### config.mk
export PLATFORM = sky130hd
export DESIGN_NAME = swd_host_engine
export DESIGN_NICKNAME = d
export VERILOG_FILES = /design/src/rtl/swd_pkg.sv /design/src/rtl/swd_bit_timer.sv /design/src/rtl/swd_req_build.sv /design/src/rtl/swd_host_engine.sv
export SDC_FILE = /design/constraint.sdc
export NUM_CORES = 1
export LEC_CHECK = 0
export BUFFER_PORTS_ARGS = -buffer_cell sky130_fd_sc_hd__buf_2
export CAP_MARGIN = 5
export CORE_MARGIN = 5
export CORE_UTILIZATION = 55
export DETAILED_ROUTE_END_ITERATION = 10
export GPL_TIMING_DRIVEN = 0
export PLACE_DENSITY_LB_ADDON = 0.05
export RECOVER_POWER = 100
export SYNTH_ARGS = -nofsm -noshare
export SYNTH_HDL_FRONTEND = slang
export SYNTH_SLANG_ARGS = --single-unit
### constraint.sdc
create_clock -name clk -period 3.2 [get_ports clk]
set_input_delay 0.32 -clock clk [delete_from_list [all_inputs] [get_ports clk]]
set_output_delay 0.32 -clock clk [all_outputs]
set_load 0.01 [all_outputs]
### src/rtl/swd_pkg.sv
package swd_pkg;
    localparam int DATA_W = 32;
    localparam int BCNT_W = 6;

    localparam logic [2:0] ACK_OK    = 3'b001;
    localparam logic [2:0] ACK_WAIT  = 3'b010;
    localparam logic [2:0] ACK_FAULT = 3'b100;

    typedef enum logic [3:0] {
        ST_IDLE,
        ST_REQ,
        ST_TRN_A,
        ST_ACK,
        ST_TRN_W,
        ST_WDATA,
        ST_RDATA,
        ST_TRN_E,
        ST_DONE
    } swd_state_e;
endpackage

### src/rtl/swd_bit_timer.sv
module swd_bit_timer #(
    parameter int HALF_DIV = 2
) (
    input  logic clk,
    input  logic rst_n,
    input  logic run,
    output logic swclk,
    output logic sample_stb,
    output logic bit_end
);
    localparam int PERIOD = 2 * HALF_DIV;
    localparam int CNT_W  = $clog2(PERIOD);

    logic [CNT_W-1:0] cnt_q;

    // rising edge of swclk coincides with the sample point
    assign sample_stb = run && (cnt_q == CNT_W'(HALF_DIV - 1));
    assign bit_end    = run && (cnt_q == CNT_W'(PERIOD - 1));

    always_ff @(posedge clk or negedge rst_n) begin
        if (!rst_n) begin
            cnt_q <= '0;
            swclk <= 1'b0;
        end else if (!run) begin
            cnt_q <= '0;
            swclk <= 1'b0;
        end else begin
            cnt_q <= bit_end ? '0 : cnt_q + 1'b1;
            if (sample_stb)
                swclk <= 1'b1;
            else if (bit_end)
                swclk <= 1'b0;
        end
    end
endmodule

### src/rtl/swd_req_build.sv
module swd_req_build (
    input  logic       apndp,
    input  logic       rnw,
    input  logic [1:0] addr,
    output logic [7:0] req
);
    logic par;
    assign par = apndp ^ rnw ^ addr[0] ^ addr[1];
    // bit 0 leaves first: start, port, dir, a2, a3, parity, stop, park
    assign req = {1'b1, 1'b0, par, addr[1], addr[0], rnw, apndp, 1'b1};
endmodule

### src/rtl/swd_host_engine.sv
module swd_host_engine
    import swd_pkg::*;
#(
    parameter int HALF_DIV = 2,
    parameter int TRN_W    = 2
) (
    input  logic              clk,
    input  logic              rst_n,
    input  logic              cmd_valid,
    output logic              cmd_ready,
    input  logic              cmd_apndp,
    input  logic              cmd_rnw,
    input  logic [1:0]        cmd_addr,
    input  logic [DATA_W-1:0] cmd_wdata,
    input  logic [TRN_W-1:0]  trn_cfg,
    output logic              rsp_valid,
    output logic [2:0]        rsp_ack,
    output logic [DATA_W-1:0] rsp_rdata,
    output logic              rsp_perr,
    output logic              rsp_proto_err,
    output logic              swclk,
    output logic              swdio_o,
    output logic              swdio_oe,
    input  logic              swdio_i
);
    localparam logic [BCNT_W-1:0] REQ_LAST  = BCNT_W'(7);
    localparam logic [BCNT_W-1:0] ACK_LAST  = BCNT_W'(2);
    localparam logic [BCNT_W-1:0] DATA_LAST = BCNT_W'(DATA_W);

    swd_state_e        state_q, state_d, follow;
    logic [BCNT_W-1:0] bcnt_q, bcnt_d, last_idx;
    logic [7:0]        req_now, req_q;
    logic              rnw_q;
    logic [DATA_W-1:0] wdata_q, rdata_q;
    logic              rpar_q;
    logic [2:0]        ack_q;
    logic [TRN_W-1:0]  trn_q;
    logic              oe_q, o_q;
    logic              run, sample_stb, bit_end, accept, ack_ok;

    assign accept = (state_q == ST_IDLE) && cmd_valid;
    assign run    = (state_q != ST_IDLE) && (state_q != ST_DONE);
    assign ack_ok = (ack_q == ACK_OK);

    swd_bit_timer #(.HALF_DIV(HALF_DIV)) u_timer (
        .clk(clk), .rst_n(rst_n), .run(run),
        .swclk(swclk), .sample_stb(sample_stb), .bit_end(bit_end)
    );

    swd_req_build u_req (
        .apndp(cmd_apndp), .rnw(cmd_rnw), .addr(cmd_addr), .req(req_now)
    );

    // last bit index of the current phase
    always_comb begin
        unique case (state_q)
            ST_REQ:                      last_idx = REQ_LAST;
            ST_ACK:                      last_idx = ACK_LAST;
            ST_WDATA, ST_RDATA:          last_idx = DATA_LAST;
            ST_TRN_A, ST_TRN_W, ST_TRN_E: last_idx = BCNT_W'(trn_q);
            default:                     last_idx = '0;
        endcase
    end

    // phase that follows the current one
    always_comb begin
        unique case (state_q)
            ST_REQ:   follow = ST_TRN_A;
            ST_TRN_A: follow = ST_ACK;
            ST_ACK:   follow = !ack_ok ? ST_TRN_E : (rnw_q ? ST_RDATA : ST_TRN_W);
            ST_TRN_W: follow = ST_WDATA;
            ST_RDATA: follow = ST_TRN_E;
            ST_WDATA: follow = ST_DONE;
            ST_TRN_E: follow = ST_DONE;
            default:  follow = ST_IDLE;
        endcase
    end

    always_comb begin
        state_d = state_q;
        bcnt_d  = bcnt_q;
        unique case (state_q)
            ST_IDLE: if (cmd_valid) begin
                state_d = ST_REQ;
                bcnt_d  = '0;
            end
            ST_DONE: state_d = ST_IDLE;
            default: if (bit_end) begin
                if (bcnt_q != last_idx) begin
                    bcnt_d = bcnt_q + 1'b1;
                end else begin
                    bcnt_d  = '0;
                    state_d = follow;
                end
            end
        endcase
    end

    // state register
    always_ff @(posedge clk or negedge rst_n) begin
        if (!rst_n) begin
            state_q <= ST_IDLE;
            bcnt_q  <= '0;
        end else begin
            state_q <= state_d;
            bcnt_q  <= bcnt_d;
        end
    end

    // line outputs, command capture and sampling
    always_ff @(posedge clk or negedge rst_n) begin
        if (!rst_n) begin
            oe_q    <= 1'b1;
            o_q     <= 1'b0;
            req_q   <= '0;
            rnw_q   <= 1'b0;
            wdata_q <= '0;
            trn_q   <= '0;
            ack_q   <= '0;
            rdata_q <= '0;
            rpar_q  <= 1'b0;
        end else begin
            if (accept) begin
                req_q   <= req_now;
                rnw_q   <= cmd_rnw;
                wdata_q <= cmd_wdata;
                trn_q   <= trn_cfg;
                ack_q   <= '0;
                oe_q    <= 1'b1;
                o_q     <= req_now[0];
            end else if (bit_end) begin
                unique case (state_d)
                    ST_REQ: begin
                        oe_q <= 1'b1;
                        o_q  <= req_q[bcnt_d[2:0]];
                    end
                    ST_WDATA: begin
                        oe_q <= 1'b1;
                        o_q  <= (bcnt_d == DATA_LAST) ? ^wdata_q : wdata_q[bcnt_d[4:0]];
                    end
                    ST_DONE, ST_IDLE: begin
                        oe_q <= 1'b1;
                        o_q  <= 1'b0;
                    end
                    default: begin
                        oe_q <= 1'b0;
                        o_q  <= 1'b0;
                    end
                endcase
            end
            if (sample_stb) begin
                if (state_q == ST_ACK)
                    ack_q[bcnt_q[1:0]] <= swdio_i;
                else if (state_q == ST_RDATA) begin
                    if (bcnt_q == DATA_LAST)
                        rpar_q <= swdio_i;
                    else
                        rdata_q[bcnt_q[4:0]] <= swdio_i;
                end
            end
        end
    end

    assign swdio_oe      = oe_q;
    assign swdio_o       = o_q;
    assign cmd_ready     = (state_q == ST_IDLE);
    assign rsp_valid     = (state_q == ST_DONE);
    assign rsp_ack       = ack_q;
    assign rsp_rdata     = rdata_q;
    assign rsp_perr      = rnw_q && ack_ok && ((^rdata_q) != rpar_q);
    assign rsp_proto_err = (ack_q != ACK_OK) && (ack_q != ACK_WAIT) && (ack_q != ACK_FAULT);
endmodule

==> results.toml, run 1 <==
[status]
status = "finished clean"

[placement]
gp_congestion = 0.908
dp_hpwl_um = 11000
port_buffers = 83

[power]
ir_drop_mv = 0.179
netSwitchingFraction_pct = 25.4
power.density_nw_per_um2 = 296
p_sw_mw = 0.498
totalPowerFinal_mw = 1.96
combPwrFrac_pct = 3.2
intPower_mw = 1.46
pwr-share-clk_pct = 38.2
power.leakage_nw = 2.96
seqPwrFrac_pct = 58.6

[timing]
period_minus_slack_ns = 3.09
final_hold_viol_count = 0
whs_ns = 0.0990
worst_pin_slew_ns = 1.24
max_clock_freq_mhz = 324
final-setup-viol-count = 0
fin_skew_ns = 0.0199
finalSetupTns_ns = 0
drv_slew = 0
fin_crit_sh_pct = 96.6
slew-limit-headroom_pct = 17.5

[synthesis]
synth_area_leaders = "dfrtp_1 39%, xnor2_1 9.5%, nand2_1 8.7%"
synthFlopType = "dfrtp_1"
synth-seq-area-share_pct = 39.8
synth_cells = 623
avgSynthCellArea_um2 = 9.19
synthesis.nets = 671
yosysUniqueCellTypes = 79
ys_warn_count = 0
synth_area_leader_cell = "dfrtp_1"
synthArstFlopShare_pct = 100
synth_edf_count = 0
syn_area_um2 = 5730
yosys.area.top_type_share_pct = 39.3
synth-seq-cells = 91

[global_routing]
grt_pass1_vias = 4840
grt_max_degree = 69
antenna_found_initial = 0
grt_usage_pct = 23.8
grt_remaining_overflow = 0
grt_first_pass_wirelength_um = 24400

[layout]
fin_nets = 775
final_common_cell = "nand2_1"
antennaDiodeCount = 0
seqCellArea_um2 = 2280
fill_cells = 918
syn2layout_area_growth_pct = 15.7
drive_above_1_share_pct = 20.4
multi_input_area_um2 = 3340
mostFrequentLayoutCells = "132 x nand2_1, 89 x dfrtp_1, 64 x clkbuf_1"

[detailed_routing]
final_antenna_net_count = 0
firstDrtPassIters = 5
wl_um = 15100
num_vias = 5004
drc_errors = 0
wl_per_cell_um = 17.5
via_per_inst = 5.76
drtIter0Drc = 398

[min_path]
hold_path.class = "in2reg"
min_from = "cmd_wdata[27]"

[worst_setup_path]
worstPathArrival_ns = 3.36
worstPathRequired_ns = 3.47
crit_fanout = 9
start_kind = "flop"
crit_path_end_kind = "flop"
reg2reg_from = "state_q[0]"
cp-startpoint = "state_q[0]"
path_class = "reg2reg"

[floorplanning]
die_area_um2 = 12600
ioPinCount = 84
die_x_um = 112
die_h_um = 112
initial_core_util_pct = 56.0
fp-row-count = 37
core_area_um2 = 10200

[clock_tree]
cts_tree = "done"
cts_sinks = 91
cts_root_buffer = "clkbuf_8"
cts_made_buffers = 9
clkLatencyLatePin_ns = 0.40
h-tree-depth = 3
clk_path_buf_depth = 2
path_clk_slew_ns = 0.10

[run]
max-cap-violations = 0
[stage by stage]
step / instance area (µm²) / util [%] / cells / setup slack, ns
2_1_floorplan: 5730 / - / 623 / 0.385
5_1_grt: 6630 / 64.8 / 868 / -0.0341
6_report: 6630 / 64.8 / 868 / 0.110
3_3_place_gp: 6310 / 61.7 / 842 / -0.00758
4_1_cts: 6540 / 63.9 / 860 / 0.00907
3_5_place_dp: 6340 / 62.0 / 843 / -0.0300
[synthesized netlist by cell type, types with 4 or more instances]
| master | instances |
|---|---|
| a21oi_1 | 20 |
| a221oi_1 | 8 |
| a22o_1 | 6 |
| a22oi_1 | 4 |
| buf_2 | 5 |
| clkbuf_1 | 23 |
| dfrtp_1 | 90 |
| ha_1 | 6 |
| inv_1 | 8 |
| mux2_2 | 36 |
| mux2i_1 | 11 |
| nand2_1 | 132 |
| nand2b_1 | 5 |
| nand3_1 | 10 |
| nand3b_1 | 4 |
| nor2_1 | 53 |
| nor3_1 | 5 |
| nor3b_1 | 4 |
| o211ai_1 | 6 |
| o21ai_0 | 22 |
| o22ai_1 | 4 |
| or3_1 | 6 |
| xnor2_1 | 62 |
| xor2_1 | 7 |
[cells by family after synthesis]
family / Yosys count / share of synthesized area [%]
and+or+nand+nor: 252 / 20.7
AOI/OAI and AO/OA: 113 / 14.9
DFF: 91 / 39.8
xor gates and xnor gates: 69 / 10.6
muxes: 48 / 9.20
buffers and inverters: 44 / 3.58
adders and majority gates: 6 / 1.31
[power groups by stage]
stage	registers (mW)	clock network (mW)	logic (mW)
global placement	1.17	0	0.0607
floorplan	1.17	0	0.00914
finish	1.15	0.749	0.0618
CTS	1.15	0.762	0.0683
global route	1.15	0.799	0.0715
detailed placement	1.17	0	0.0671
[layout make-up]
type,count,area share [%]
buffer,33,2.70
clock buffer,10,1.93
clock inverter,6,0.718
inverter,9,0.510
multi-input combinational,489,50.4
sequential,91,34.4
tap,136,2.57
timing repair buffer,94,6.74
[what timing repair did]
| item | 4_1_cts | 5_1_grt |
|---|---|---|
| hold buffers | 1 | 0 |
| resized for setup | 2 | 22 |
| buffers inserted | 0 | 9 |
| hold endpoints to repair | 23 | 0 |
| pin swaps | 0 | 7 |
| endpoints found under the setup margin | 1 | 1 |
| gates cloned | 0 | 1 |
[worst paths after layout]
| check | to | depth (start not counted) | slack (ns) |
|---|---|---|---|
| max | swdio_o | 12 | 0.11 |
| min | wdata_q[27] | 3 | 0.1 |
| max reg2reg | swdio_o | 12 | 0.11 |
| min reg2reg | req_q[1] | 2 | 0.49 |
| max in group asynchronous | state_q[2] | 3 | 0.79 |
| min in group asynchronous | wdata_q[26] | 2 | 0.70 |
[sequential cells by signal (all words and copies together), names as in the netlist]
register and flops:
bcnt_q 6, state_q 4, rpar_q 1, req_q 6, swdio_oe 1, u_timer.cnt_q 2
swdio_o 1, u_timer.swclk 1, trn_q 2, wdata_q 32, rsp_rdata 32, rsp_ack 3
[metal layers]
| layer | wire length (µm) | vias to the layer above | GRT usage [%] | share of wire [%] |
|---|---|---|---|---|
| met5 | 0 | - | 0 | 0 |
| met2 | 7390 | 184 | 40.8 | 49 |
| met1 | 6450 | 2399 | 30.7 | 43 |
| li1 | - | 2386 | - | - |
| met3 | 898 | 35 | 2.86 | 5.9 |
| met4 | 414 | 0 | 10.0 | 2.7 |
[critical path: stages, from the launching register on]
cell and delay [ns]:
dfrtp_1 0.35, buf_6 0.13, and2b_4 0.21, o31a_1 0.32, a211o_1 0.36, o2111a_1 0.18
buf_12 0.16, nor2_8 0.17, mux2_2 0.35, o2111ai_1 0.17, o311ai_1 0.13, a221oi_1 0.31
o311ai_1 0.11
Note: power is estimated with default switching activity, not from simulation.
==> inputs of run 2 (changes only) <==
--- a/config.mk
+++ b/config.mk
@@ -7,8 +7,10 @@
 export LEC_CHECK = 0
 export BUFFER_PORTS_ARGS = -buffer_cell sky130_fd_sc_hd__buf_2
 export CAP_MARGIN = 5
+export CELL_PAD_IN_SITES_DETAIL_PLACEMENT = 1
+export CELL_PAD_IN_SITES_GLOBAL_PLACEMENT = 1
 export CORE_MARGIN = 5
-export CORE_UTILIZATION = 55
+export CORE_UTILIZATION = 40
 export DETAILED_ROUTE_END_ITERATION = 10
 export GPL_TIMING_DRIVEN = 0
 export PLACE_DENSITY_LB_ADDON = 0.05
==> run 2 against run 1 <==
Maximum frequency is 2.0% lower. Core utilization is 16 points lower. Non-clock buffer count is 3 lower. Die area is 34% higher. First-iteration DRC count is 32% lower. Sequential power hardly changed. Hold slack better by 0.048 ns. Clock power is 43% higher. Routed wire length is 14% higher. Sequential share of layout area is 0.84 points lower. Critical path depth is 1 higher. Global-route usage is 2.9 points lower.
==> results.toml, run 2 (same netlist as run 1, synthesis figures left out) <==
[worst_setup_path]
slowest_delay_ns = 0.42
path_class = "reg2reg"
crit_fanout = 10
reg2reg_to = "swdio_o"
worstPathRequired_ns = 3.42
crit_path_end_kind = "flop"
r2r.worst_path.cells = 13
reg2reg_from = "state_q[0]"
start_kind = "flop"
path_cells = "buf_6, nor2b_4, nand2b_2, nor4_4, o2111a_1, buf_8, nand2_4, nand2_8, inv_1, o311ai_2, o311ai_1, a221oi_1, o311ai_1"
r2r_slack_ns = 0.05
worstPathArrival_ns = 3.38
cpMostUsedCell = "o311ai_1"
crit_path_top_delay_cell = "nor4_4"

[floorplanning]
ioPinCount = 84
initial_core_util_pct = 40.9
fp-row-count = 43
die_x_um = 130
die_h_um = 130
die_area_um2 = 16800
core_area_um2 = 14000

[layout]
final_common_cell = "nand2_1"
fin_nets = 772
fin_area_um2 = 6790
layout.cells.non_filler = 909
mostFrequentLayoutCells = "132 x nand2_1, 89 x dfrtp_1, 62 x xnor2_1"
antennaDiodeCount = 0
drive_above_1_share_pct = 20.6
syn2layout_area_growth_pct = 18.6
seqCellArea_um2 = 2280
fill_cells = 1678
multi_input_area_um2 = 3350

[detailed_routing]
num_vias = 4974
final_antenna_net_count = 0
firstDrtPassIters = 4
wl_per_cell_um = 19.1
via_per_inst = 5.47
wl_um = 17300
drc_errors = 0
drtIter0Drc = 271

[placement]
place_inst = 887
pre_cts_slack_ns = -0.131
dpl_cell_area_um2 = 6400
dp_hpwl_um = 12800
port_buffers = 83
gp_congestion = 0.848

[min_path]
min_from = "cmd_wdata[15]"
hold_end = "wdata_q[15]"
hold_path.class = "in2reg"
holdPathStages = 3

[run]
max-cap-violations = 0

[power]
power.leakage_nw = 3.01
power.density_nw_per_um2 = 336
ir_drop_mv = 0.215

[global_routing]
grt_usage_pct = 21.0
grt_max_degree = 67
grt_pass1_vias = 5231
antenna_found_initial = 0
grt_first_pass_wirelength_um = 27600
grt_remaining_overflow = 0

[timing]
setup_ws_ns = 0.0461
whs_ns = 0.147
slew-limit-headroom_pct = 4.76
finalSetupTns_ns = 0
final_hold_viol_count = 0
fin_skew_ns = 0.00942
fin_crit_sh_pct = 98.6
max_clock_freq_mhz = 317
drv_slew = 0
period_minus_slack_ns = 3.15
worst_pin_slew_ns = 1.43
final-setup-viol-count = 0

[clock_tree]
path_clk_slew_ns = 0.07
clk_path_buf_depth = 2
cts_tree = "done"
h-tree-depth = 3
cts_made_buffers = 9
cts_root_buffer = "clkbuf_16"
cts_sinks = 91
clkLatencyLatePin_ns = 0.36

[status]
status = "finished clean"
[run 2: cell count changes in the layout (fill, tap and decap cells not counted), sizes merged]
cell | previous run | this run
clkbuf | 74 | 76
buf | 62 | 58
clkinv | 3 | 2
[run 2: repair_timing]
item,CTS,global route
endpoints found under the setup margin,1,1
endpoints found under the hold margin,24,0
buffers inserted,0,6
gates resized for setup,6,25
cloned,0,1
hold buffers,1,0
pin swaps,0,8
[run 2: critical path: cells and delay by family, from the launching register on]
kind	cells	cell delay [ns]
compound gates	5	1.21
simple gates	5	1.02
flops	1	0.34
buf+inv	3	0.45
[run 2: layer usage]
layer	wire [µm]	vias to the layer above	global-route usage [%]
met5	0	-	0
met4	429	0	8.62
met3	674	26	2.51
met2	8570	94	35.3
met1	7650	2472	27.5
li1	-	2382	-
[run 2: through the flow]
step / power, mW / utilization [%]
after floorplan: 1.18 / -
after global placement: 1.23 / 45.5
after detailed placement: 1.24 / 45.7
after CTS: 2.32 / 48.0
after global routing: 2.36 / 48.6
final: 2.28 / 48.6
[run 2: power breakdown]
| group | internal, mW | total (mW) | switching [mW] |
|---|---|---|---|
| clock network | 0.578 | 1.07 | 0.494 |
| registers | 1.15 | 1.15 | 0 |
| logic | 0.0235 | 0.0632 | 0.0397 |
[run 2: area by class of cell]
| class | count | share of cell area (%) |
|---|---|---|
| clock buffers | 11 | 3.72 |
| plain buffers | 33 | 2.71 |
| well taps | 180 | 3.32 |
| multi-input cells | 489 | 49.3 |
| repair buffers | 91 | 6.30 |
| inverters | 9 | 0.497 |
| clock inverters | 5 | 0.626 |
| flip-flops and latches | 91 | 33.6 |
[run 2: how the worst max path moves through the flow]
stage / slack [ns] / to / depth (start not counted) / start
2_1_floorplan: 0.38 / swdio_o / 12 / state_q[0]
3_3_place_gp: -0.11 / swdio_o / 11 / state_q[0]
3_5_place_dp: -0.13 / swdio_o / 12 / state_q[0]
4_1_cts: 0.001 / swdio_o / 13 / state_q[2]
5_1_grt: -0.05 / swdio_o / 13 / state_q[0]
6_report: 0.05 / swdio_o / 13 / state_q[0]
==> inputs of run 3 (changes only) <==
--- a/config.mk
+++ b/config.mk
@@ -10,11 +10,12 @@
 export CELL_PAD_IN_SITES_DETAIL_PLACEMENT = 1
 export CELL_PAD_IN_SITES_GLOBAL_PLACEMENT = 1
 export CORE_MARGIN = 5
-export CORE_UTILIZATION = 40
+export CORE_UTILIZATION = 30
 export DETAILED_ROUTE_END_ITERATION = 10
 export GPL_TIMING_DRIVEN = 0
 export PLACE_DENSITY_LB_ADDON = 0.05
 export RECOVER_POWER = 100
 export SYNTH_ARGS = -nofsm -noshare
 export SYNTH_HDL_FRONTEND = slang
+export SYNTH_HIERARCHICAL = 1
 export SYNTH_SLANG_ARGS = --single-unit
==> run 3 against run 2 <==
Clock power rose by 8%. Critical path type unchanged. The flow now finishes with violations (max-capacitance violations, max-slew violations). Die area rose by 29%. Area after synthesis fell by 1.3%. Highest routed layer unchanged.
==> results.toml, run 3 <==
[status]
violations = "max-capacitance violations, max-slew violations"
status = "finished, violations left"

[worst_setup_path]
crit_fanout = 10
start_kind = "flop"
crit_path_end_kind = "flop"
path_cells = "buf_6, nor3_4, clkinv_4, and2_4, nand2_4, nor3_1, a32o_1, nor2_4, buf_12, buf_12, mux2i_1, mux2i_1, a22oi_1, and4_1, o32ai_1"
worstPathRequired_ns = 3.42
worstPathArrival_ns = 3.29
slowest_delay_ns = 0.41
path_class = "reg2reg"
crit_path_top_delay_cell = "dfrtp_1"

[global_routing]
grt_pass1_vias = 5009
gr-max-usage-layer = "met2"
grt_remaining_overflow = 0
grt_first_pass_wirelength_um = 26500
grt_usage_pct = 15.3
grtUsageMet1_pct = 19.8
met3_usage_pct = 2.62
grt_max_degree = 61
use_met2_pct = 26.7
antenna_found_initial = 0

[timing]
setup_ws_ns = 0.130
fin_crit_sh_pct = 95.9
final-setup-viol-count = 0
final_hold_viol_count = 0
period_minus_slack_ns = 3.07
finalSetupTns_ns = 0
max_clock_freq_mhz = 326
slew-limit-headroom_pct = -44.9
worst_pin_slew_ns = 2.17
drv_slew = 35
whs_ns = 0.154
fin_skew_ns = 0.0113

[floorplanning]
die_h_um = 147
core_area_um2 = 18600
die_x_um = 147
initial_core_util_pct = 30.3
ioPinCount = 84
fp-row-count = 50
die_area_um2 = 21700

[power]
pwr-share-clk_pct = 47.8
ir_drop_mv = 0.223
netSwitchingFraction_pct = 23.9
power.density_nw_per_um2 = 355
power.leakage_nw = 3.43
totalPowerFinal_mw = 2.44
seqPwrFrac_pct = 48.8
combPwrFrac_pct = 3.4
p_sw_mw = 0.583
intPower_mw = 1.85

[placement]
dp_hpwl_um = 12200
port_buffers = 83
dpl_cell_area_um2 = 6400
place_inst = 932
gp_congestion = 0.774
pre_cts_slack_ns = -0.505

[layout]
fin_util_pct = 36.8
mostFrequentLayoutCells = "159 x nand2_1, 93 x dfrtp_1, 82 x buf_2"
layout.cells.non_filler = 961
fin_area_um2 = 6870
drive_above_1_share_pct = 25.6
fill_cells = 2195
antennaDiodeCount = 0
fin_nets = 770
final_common_cell = "nand2_1"
syn2layout_area_growth_pct = 21.4

[synthesis]
yosys.area.top_type_share_pct = 41.2
synth-seq-cells = 94
ys_warn_count = 6
synth_area_leaders = "dfrtp_1 41%, nand2_1 11%, xnor2_1 9.6%"
synthArstFlopShare_pct = 100
synth_edf_count = 0
synthFlopType = "dfrtp_1"
avgSynthCellArea_um2 = 9.23
yosysUniqueCellTypes = 68
synth-seq-area-share_pct = 41.6
synth_cells = 613
syn_area_um2 = 5660
synth_common_cells = "160 x nand2_1, 93 x dfrtp_1, 62 x xnor2_1"
synth.most_common_cell = "nand2_1"
synth_area_leader_cell = "dfrtp_1"

[clock_tree]
cts_tree = "done"
clk_path_buf_depth = 2
cts_root_buffer = "clkbuf_16"
cts_made_buffers = 9
h-tree-depth = 3
path_clk_slew_ns = 0.07
clkLatencyLatePin_ns = 0.35
cts_sinks = 94

[run]
max-cap-violations = 1

[detailed_routing]
num_vias = 4551
drc_errors = 0
wl_per_cell_um = 16.9
firstDrtPassIters = 4
wl_um = 16200
via_per_inst = 4.74
final_antenna_net_count = 0
drtIter0Drc = 217

[min_path]
hold_path.class = "in2reg"
## run 3: cell types whose count changed in the layout (fill, tap and decap cells not counted), sizes merged, moves of 5 or more
| cell | delta |
|---|---|
| o21ai | -8 |
| mux2i | +13 |
| a221oi | -8 |
| a22o | -6 |
| clkbuf | -46 |
| inv | +5 |
| a21oi | -11 |
| nand2 | +27 |
| buf | +54 |
## run 3: cells by family (layout without fill, tap and decap cells)
logic type / count (synthesis) / count (layout) / share of synthesized area (%)
AOI/OAI and AO/OA: 57 / 57 / 8.08
other: 2 / 3 / 0.133
DFF: 94 / 94 / 41.6
muxes: 59 / 59 / 11.2
buffers and inverters: 50 / 163 / 4.56
and+or+nand+nor: 275 / 275 / 22.1
xor gates and xnor gates: 70 / 70 / 11.0
adders and majority gates: 6 / 6 / 1.33
## run 3: what timing repair did
item / in CTS / in global routing
hold buffers: 1 / 0
resized for setup: 4 / 11
buffers inserted: 2 / 11
pin swaps: 2 / 6
endpoints found under the hold margin: 33 / 0
setup endpoints to repair: 2 / 1
## run 3: worst max-delay path: cells and delay by family (launching register included)
family,cells,cell delay [ns]
buffers and inverters,4,0.56
AO/OA/AOI/OAI,3,0.52
multiplexers,2,0.39
flip-flops,1,0.41
AND/OR/NAND/NOR,6,1.06
## run 3: layout make-up
type / count / area [µm²] / share of cell area, %
well taps: 234 / 293 / 4.26
clock inverters: 7 / 91.3 / 1.33
flip-flops and latches: 94 / 2350 / 34.3
multi-input cells: 470 / 3070 / 44.6
repair buffers: 98 / 564 / 8.22
inverters: 13 / 53.8 / 0.784
plain buffers: 36 / 220 / 3.21
clock buffers: 9 / 225 / 3.28
## run 3: layer usage
layer	part of all wire (%)	wire (µm)
met5	0	0
met3	2.8	462
met1	46	7460
met4	0.79	129
met2	50	8180
## run 3: power groups by stage
stage	combinational [mW]	clock (mW)	sequential, mW
floorplan	0.0232	0	1.21
global placement	0.0805	0	1.21
detailed placement	0.0867	0	1.21
CTS	0.0880	1.21	1.19
global route	0.0960	1.26	1.19
finish	0.0840	1.16	1.19
## run 3: final timing paths
check | from | cells past startpoint | slack (ns) | to
setup reg to reg | state_q[2] | 15 | 0.13 | swdio_o
max in group asynchronous | rst_n | 2 | 0.81 | wdata_q[5]
setup / recovery | state_q[2] | 15 | 0.13 | swdio_o
hold / removal | cmd_wdata[25] | 3 | 0.15 | wdata_q[25]
hold reg to reg | u_timer/cnt_q[0] | 1 | 0.47 | u_timer/cnt_q[0]
min in group asynchronous | rst_n | 2 | 1.15 | state_q[0]
